--- src/rtl/csl_pkg.sv ---
package csl_pkg;
  localparam int unsigned HDR_W        = 3;
  // header sent bit 0 first: 1, 0, 0 (last 0 = write)
  localparam logic [HDR_W-1:0] HDR_BITS = 3'b001;
  localparam int unsigned INIT_UPDATES = 2;
  localparam int unsigned DEF_ADDR_W   = 5;
  localparam int unsigned DEF_WORD_W   = 13;

  typedef struct packed {
    logic sel;
    logic data;
    logic sclk;
  } csl_lines_t;
endpackage

--- src/rtl/csl_frame_pack.sv ---
module csl_frame_pack
  import csl_pkg::*;
#(
  parameter int unsigned ADDR_W  = DEF_ADDR_W,
  parameter int unsigned WORD_W  = DEF_WORD_W,
  localparam int unsigned FRAME_W = HDR_W + ADDR_W + WORD_W
) (
  input  logic [ADDR_W-1:0]  addr,
  input  logic [WORD_W-1:0]  word,
  output logic [FRAME_W-1:0] frame
);
  // bit 0 leaves first: header, then address LSB-first, then word LSB-first
  assign frame = {word, addr, HDR_BITS};
endmodule

--- src/rtl/csl_lines_decode.sv ---
module csl_lines_decode
  import csl_pkg::*;
#(
  parameter int unsigned FRAME_W = 21,
  parameter int unsigned IDX_W   = 6
) (
  input  logic [FRAME_W-1:0] frame,
  input  logic [IDX_W-1:0]   idx,
  output csl_lines_t         lines
);
  logic [IDX_W-1:0] rel;
  logic [IDX_W-1:0] bit_sel;
  logic             bit_val;

  assign rel     = idx - IDX_W'(INIT_UPDATES);
  assign bit_sel = rel >> 1;

  always_comb begin
    bit_val = 1'b0;
    for (int b = 0; b < int'(FRAME_W); b++) begin
      if (bit_sel == IDX_W'(b)) bit_val = frame[b];
    end
  end

  always_comb begin
    lines.sel = (idx != '0);
    if (idx < IDX_W'(INIT_UPDATES)) begin
      lines.data = 1'b0;
      lines.sclk = 1'b0;
    end else begin
      lines.data = bit_val;
      lines.sclk = rel[0];
    end
  end
endmodule

--- src/rtl/csl_settle_timer.sv ---
module csl_settle_timer #(
  parameter int unsigned LIMIT = 3250,
  localparam int unsigned CNT_W = (LIMIT > 1) ? $clog2(LIMIT) : 1
) (
  input  logic clk,
  input  logic rst,
  input  logic clr,
  input  logic en,
  output logic hit
);
  logic [CNT_W-1:0] cnt_q;

  assign hit = en && (cnt_q == CNT_W'(LIMIT - 1));

  always_ff @(posedge clk) begin
    if (rst || clr)  cnt_q <= '0;
    else if (hit)    cnt_q <= '0;
    else if (en)     cnt_q <= cnt_q + 1'b1;
  end
endmodule

--- src/rtl/csl_serial_loader.sv ---
module csl_serial_loader
  import csl_pkg::*;
#(
  parameter int unsigned ADDR_W        = DEF_ADDR_W,
  parameter int unsigned WORD_W        = DEF_WORD_W,
  parameter int unsigned SETTLE_CYCLES = 3250
) (
  input  logic              clk,
  input  logic              rst,
  input  logic              req_valid,
  output logic              req_ready,
  input  logic [ADDR_W-1:0] req_addr,
  input  logic [WORD_W-1:0] req_word,
  output logic              ser_sel,
  output logic              ser_data,
  output logic              ser_clk,
  output logic              ser_strobe,
  output logic              done
);
  localparam int unsigned FRAME_W  = HDR_W + ADDR_W + WORD_W;
  localparam int unsigned LAST_UPD = INIT_UPDATES + 2 * FRAME_W - 1;
  localparam int unsigned IDX_W    = $clog2(LAST_UPD + 1);

  logic               ready_q, busy_q, strobe_q, done_q;
  logic [IDX_W-1:0]   idx_q, nxt_idx;
  logic [FRAME_W-1:0] frame_q, new_frame, frame_mux;
  csl_lines_t         lines_q, dec_lines;
  logic               accept, hit, last_upd;

  assign accept    = req_valid && ready_q;
  assign frame_mux = accept ? new_frame : frame_q;
  assign nxt_idx   = accept ? '0 : idx_q + 1'b1;
  assign last_upd  = (idx_q == IDX_W'(LAST_UPD));

  csl_frame_pack #(.ADDR_W(ADDR_W), .WORD_W(WORD_W)) u_pack (
    .addr  (req_addr),
    .word  (req_word),
    .frame (new_frame)
  );

  csl_lines_decode #(.FRAME_W(FRAME_W), .IDX_W(IDX_W)) u_dec (
    .frame (frame_mux),
    .idx   (nxt_idx),
    .lines (dec_lines)
  );

  csl_settle_timer #(.LIMIT(SETTLE_CYCLES)) u_timer (
    .clk (clk),
    .rst (rst),
    .clr (!busy_q),
    .en  (busy_q && !strobe_q),
    .hit (hit)
  );

  always_ff @(posedge clk) begin
    if (rst) begin
      ready_q  <= 1'b1;
      busy_q   <= 1'b0;
      strobe_q <= 1'b0;
      done_q   <= 1'b0;
      idx_q    <= '0;
      frame_q  <= '0;
      lines_q  <= '0;
    end else begin
      done_q   <= 1'b0;
      strobe_q <= hit;
      if (accept) begin
        ready_q <= 1'b0;
        busy_q  <= 1'b1;
        frame_q <= new_frame;
        idx_q   <= '0;
        lines_q <= dec_lines;
      end else if (strobe_q) begin
        if (last_upd) begin
          busy_q  <= 1'b0;
          ready_q <= 1'b1;
          done_q  <= 1'b1;
        end else begin
          idx_q   <= nxt_idx;
          lines_q <= dec_lines;
        end
      end
    end
  end

  assign req_ready  = ready_q;
  assign ser_sel    = lines_q.sel;
  assign ser_data   = lines_q.data;
  assign ser_clk    = lines_q.sclk;
  assign ser_strobe = strobe_q;
  assign done       = done_q;
endmodule

--- config.mk ---
export PLATFORM = sky130hd
export DESIGN_NAME = csl_serial_loader
export DESIGN_NICKNAME = d
export VERILOG_FILES = /design/src/rtl/csl_pkg.sv /design/src/rtl/csl_frame_pack.sv /design/src/rtl/csl_lines_decode.sv /design/src/rtl/csl_settle_timer.sv /design/src/rtl/csl_serial_loader.sv
export SDC_FILE = /design/constraint.sdc
export NUM_CORES = 1
export LEC_CHECK = 0
export CAP_MARGIN = 20
export CELL_PAD_IN_SITES_DETAIL_PLACEMENT = 1
export CELL_PAD_IN_SITES_GLOBAL_PLACEMENT = 1
export CORE_MARGIN = 3
export CORE_UTILIZATION = 37
export CTS_BUF_LIST = sky130_fd_sc_hd__clkbuf_16
export CTS_CLUSTER_DIAMETER = 150
export CTS_CLUSTER_SIZE = 20
export DETAILED_ROUTE_END_ITERATION = 7
export GPL_TIMING_DRIVEN = 0
export PLACE_DENSITY_LB_ADDON = 0.1
export SLEW_MARGIN = 0
export SYNTH_ARGS = -nofsm -noshare
export SYNTH_HDL_FRONTEND = slang
export SYNTH_SLANG_ARGS = --single-unit
--- constraint.sdc ---
create_clock -name clk -period 2.4 [get_ports clk]
set_clock_uncertainty 0.2 [all_clocks]
set_input_delay 0.48 -clock clk [delete_from_list [all_inputs] [get_ports clk]]
set_output_delay 0.48 -clock clk [all_outputs]
set_load 0.05 [all_outputs]
==> summary.md <==
| Metric | Value |
|---|---|
| Status | finished clean |
| Max-cap violations | 0 |
| Initial Utilization | 0.395 |
| GR peak layer | met2 |
| Antenna-violating nets left | 0 |
| Total number of vias | 2,196 |
| TNS Setup | 0 ns |
| Wirelength per Cell | 16.3 um |
| Startpoint Class | flip-flop |
| Syn Nets | 324 |
| Post-synth EDFFs | 0 |
| Yosys warns | 0 |
| Worst Hold Depth | 2 |
| Clock slew at reported path FFs | 0.06 ns |
| Hold Path Origin | frame_q[7]$_SDFF_PP0_ |
| Antenna cells | 0 |
| Post-layout min period | 2.33 ns |
| Cell Pwr Density | 538 mW/mm^2 |
| Achievable frequency | 428 MHz |
| Post-Route WL | 6.69 mm |
| Crit share post-route | 0.973 |
| GRT met1 Usage | 0.243 |
| Post-DP HPWL | 4.69 mm |
| Seq/Total Area, Yosys | 0.382 |
| R2R Path End | ser_data$_SDFFE_PP0P_ |
| CTS Sinks | 46 |
| Peak supply drop | 0.324 mV |
| Critical Path Sink Type | flip-flop |
| IO Pins | 27 |
| NumNets Final | 358 |
| Pins Over Slew Limit | 0 |
| Die width | 86.7 um |
| Antenna violations before repair | 0 |
| Num rows | 28 |
| Post-synth top area share | 0.382 |
| I/O Buffers | 25 |
| Worst path cell trace | buf_4 > nand3_1 > o21ai_4 > nand2_2 > or4_1 > a221oi_2 > nor3_1 > a31oi_1 |
| Area contributors post-synth | dfxtp_1, nand2_1, a21oi_1 |
| Fill count | 766 |
| Vias in the first global route | 2,245 |
| Die height | 86.7 um |
| Int Power | 1220 uW |
| Syn Area/Cell | 8.03 um^2 |
| Post-synth top area cell | dfxtp_1 |
| Top_reg_cell synth | dfxtp_1 |
| GRT Util Overall | 0.184 |
| DR pass1 iterations | 4 |
| HP Class | flip-flop to flip-flop |
| Met3 global-route usage | 0.0333 |
| Share of cells above drive strength 1 | 0.104 |
| Distinct cells, synth | 54 |
| Worst Path Max Fanout | 10 |
| Met2 Use GR | 0.310 |
| RSZ-0062 raised after global routing | no |
| #FFs+latches synth | 46 |
| Reg2reg path depth | 8 |
| CTS Root Cell | clkbuf_16 |
| Part of the power in registers | 0.501 |
| Hold Violations, Final | 0 |
| Crit path DAT | 2.34 ns |
| Final setup fails | 0 |
| Iter 0 DRT Violations | 81 |
| Largest net degree at the start of global routing | 14 |
| Gp weighted congestion | 0.838 |
| Hold EP | frame_q[7]$_SDFF_PP0_ |
| H-tree depth | 2 |
| Net Sw Frac | 0.236 |
| Mapped Area | 0.00241 mm^2 |
| Leak pwr | 0.00103 uW |
| Slew @ Worst Pin | 0.600 ns |
| Pre-CTS setup slack | -0.389 ns |
| Total CTS buffers | 5 |
| CTS tree | yes |
| Worst-skew pair later-pin latency | 0.28 ns |
| Fin worst setup slack | 0.0658 ns |
| Synth-to-layout area growth | 23.5% |
| Ys async rst share | 0 |
| Die area | 0.00751 mm^2 |
| Max_slew headroom | 0.597 |
| Synthesized netlist cell count | 300 |
| Clock Power Share | 0.411 |
| R2R Path Start | idx_q[4]$_SDFFE_PP0P_ |
| R2R Setup Slk | 0.07 ns |
| Combinational fraction of design power | 0.088 |
| CP max stage delay | 0.53 ns |
| First-pass GRT wire length | 10.9 mm |
| Crit path required time | 2.40 ns |
| Switch Pwr | 378 uW |
| Type of the worst setup path | flip-flop to flip-flop |
| Core Box Area | 0.00610 mm^2 |
| DRC Markers | 0 |
| Clock buffer depth | 2 |
| Vias per cell | 5.36 |
| Total gr overflow | 0 |
| Worst path slowest cell | or4_1 |
layout make-up:
cell class,instances,area [um^2],share of cell area
multi-input combinational,232,1430,0.480
sequential,46,928,0.312
timing repair buffer,28,273,0.0917
clock buffer,5,125,0.0421
buffer,16,95.1,0.0320
tap,75,93.8,0.0316
inverter,5,18.8,0.00631
clock inverter,3,11.3,0.00379
power groups by stage:
stage               Combinational (uW)  Clock (uW)  Sequential, uW
finish                             141         658             802
CTS                                144         677             802
global placement                   138           0             821
detailed placement                 142           0             821
global route                       157         713             804
floorplan                         71.2           0             824
sequential cells by signal, summed over array words and instances (netlist names):
register       flops
idx_q              6
u_timer.cnt_q     12
ser_clk            1
ser_strobe         1
ser_data           1
ser_sel            1
busy_q             1
req_ready          1
done               1
frame_q           21
repair_timing:
item                                    in CTS  in global routing
hold buffers                                 0                  0
setup buffers                                1                  2
pin swaps                                    1                  2
endpoints found under the setup margin       4                  1
gates resized for setup                     13                  4
metal layers:
layer | vias up | part of all wire
li1 | 1099 | -
met1 | 1057 | 0.49
met2 | 36 | 0.47
met3 | 4 | 0.035
met4 | 0 | 0.0061
met5 | - | 0
worst max-delay path, delay by kind of cell (launching register included):
kind | cells | cell delay [ns]
AO/OA/AOI/OAI | 3 | 0.59
buffers and inverters | 1 | 0.19
flip-flops | 1 | 0.31
AND/OR/NAND/NOR | 4 | 0.98
worst max-delay path by stage:
stage,from,to,slack [ns],cells past startpoint
floorplan,idx_q[0]$_SDFFE_PP0P_,ser_data$_SDFFE_PP0P_,0.11,9
global placement,idx_q[0]$_SDFFE_PP0P_,ser_data$_SDFFE_PP0P_,-0.46,8
detailed placement,idx_q[0]$_SDFFE_PP0P_,ser_data$_SDFFE_PP0P_,-0.39,8
CTS,idx_q[0]$_SDFFE_PP0P_,ser_data$_SDFFE_PP0P_,0.01,9
global route,idx_q[0]$_SDFFE_PP0P_,ser_data$_SDFFE_PP0P_,0.0004,8
finish,idx_q[4]$_SDFFE_PP0P_,ser_data$_SDFFE_PP0P_,0.07,8
cells in the mapped netlist (all sizes together) (2+ instances only):
cell type,n
nand4,6
o31ai,3
xor2,10
nor2b,4
nand2,58
and2,5
buf,4
or3,3
a21o,2
dfxtp,46
mux2i,2
and3,2
nand3,12
a211oi,4
a31oi,2
nand2b,2
xnor2,11
and4,2
nor2,35
nor3,9
a21oi,28
o211ai,2
a21boi,2
inv,5
ha,3
o41ai,2
o21ai,9
clkbuf,13
cell families after synthesis:
| kind of cell | share of synthesized area |
|---|---|
| simple gates | 0.285 |
| compound gates | 0.166 |
| flops | 0.382 |
| buf+inv | 0.0421 |
| xor+xnor | 0.101 |
| fa+ha+maj | 0.0156 |
| mux | 0.00831 |
metrics by stage:
stage / std cells / hold slack [ns] / cell area, um^2 / utilization / power, uW
floorplan: 300 / 0.230 / 2410 / - / 896
finish: 410 / 0.262 / 2970 / 0.488 / 1600
global route: 410 / 0.279 / 2970 / 0.488 / 1680
CTS: 409 / 0.258 / 2940 / 0.483 / 1620
detailed placement: 400 / 0.249 / 2750 / 0.452 / 963
global placement: 400 / 0.242 / 2750 / 0.452 / 959
placed cells by master (no fill, tap or decap), types with 2 or more instances in the layout:
cell,count
a211oi_1,4
a21boi_0,2
a21o_1,2
a21oi_1,28
a31oi_1,2
and2_1,5
and3_1,2
buf_4,5
clkbuf_1,11
clkbuf_16,5
clkdlybuf4s50_1,25
clkinv_1,3
dfxtp_1,44
dfxtp_4,2
ha_1,2
inv_1,5
mux2i_1,2
nand2_1,56
nand2b_1,2
nand3_1,10
nand4_1,6
nor2_1,35
nor2b_1,4
nor3_1,9
o211ai_1,2
o21ai_0,6
o31ai_1,2
or3_1,2
xnor2_1,8
xnor2_4,2
xor2_1,8
Power figures use the tool's default switching activity.
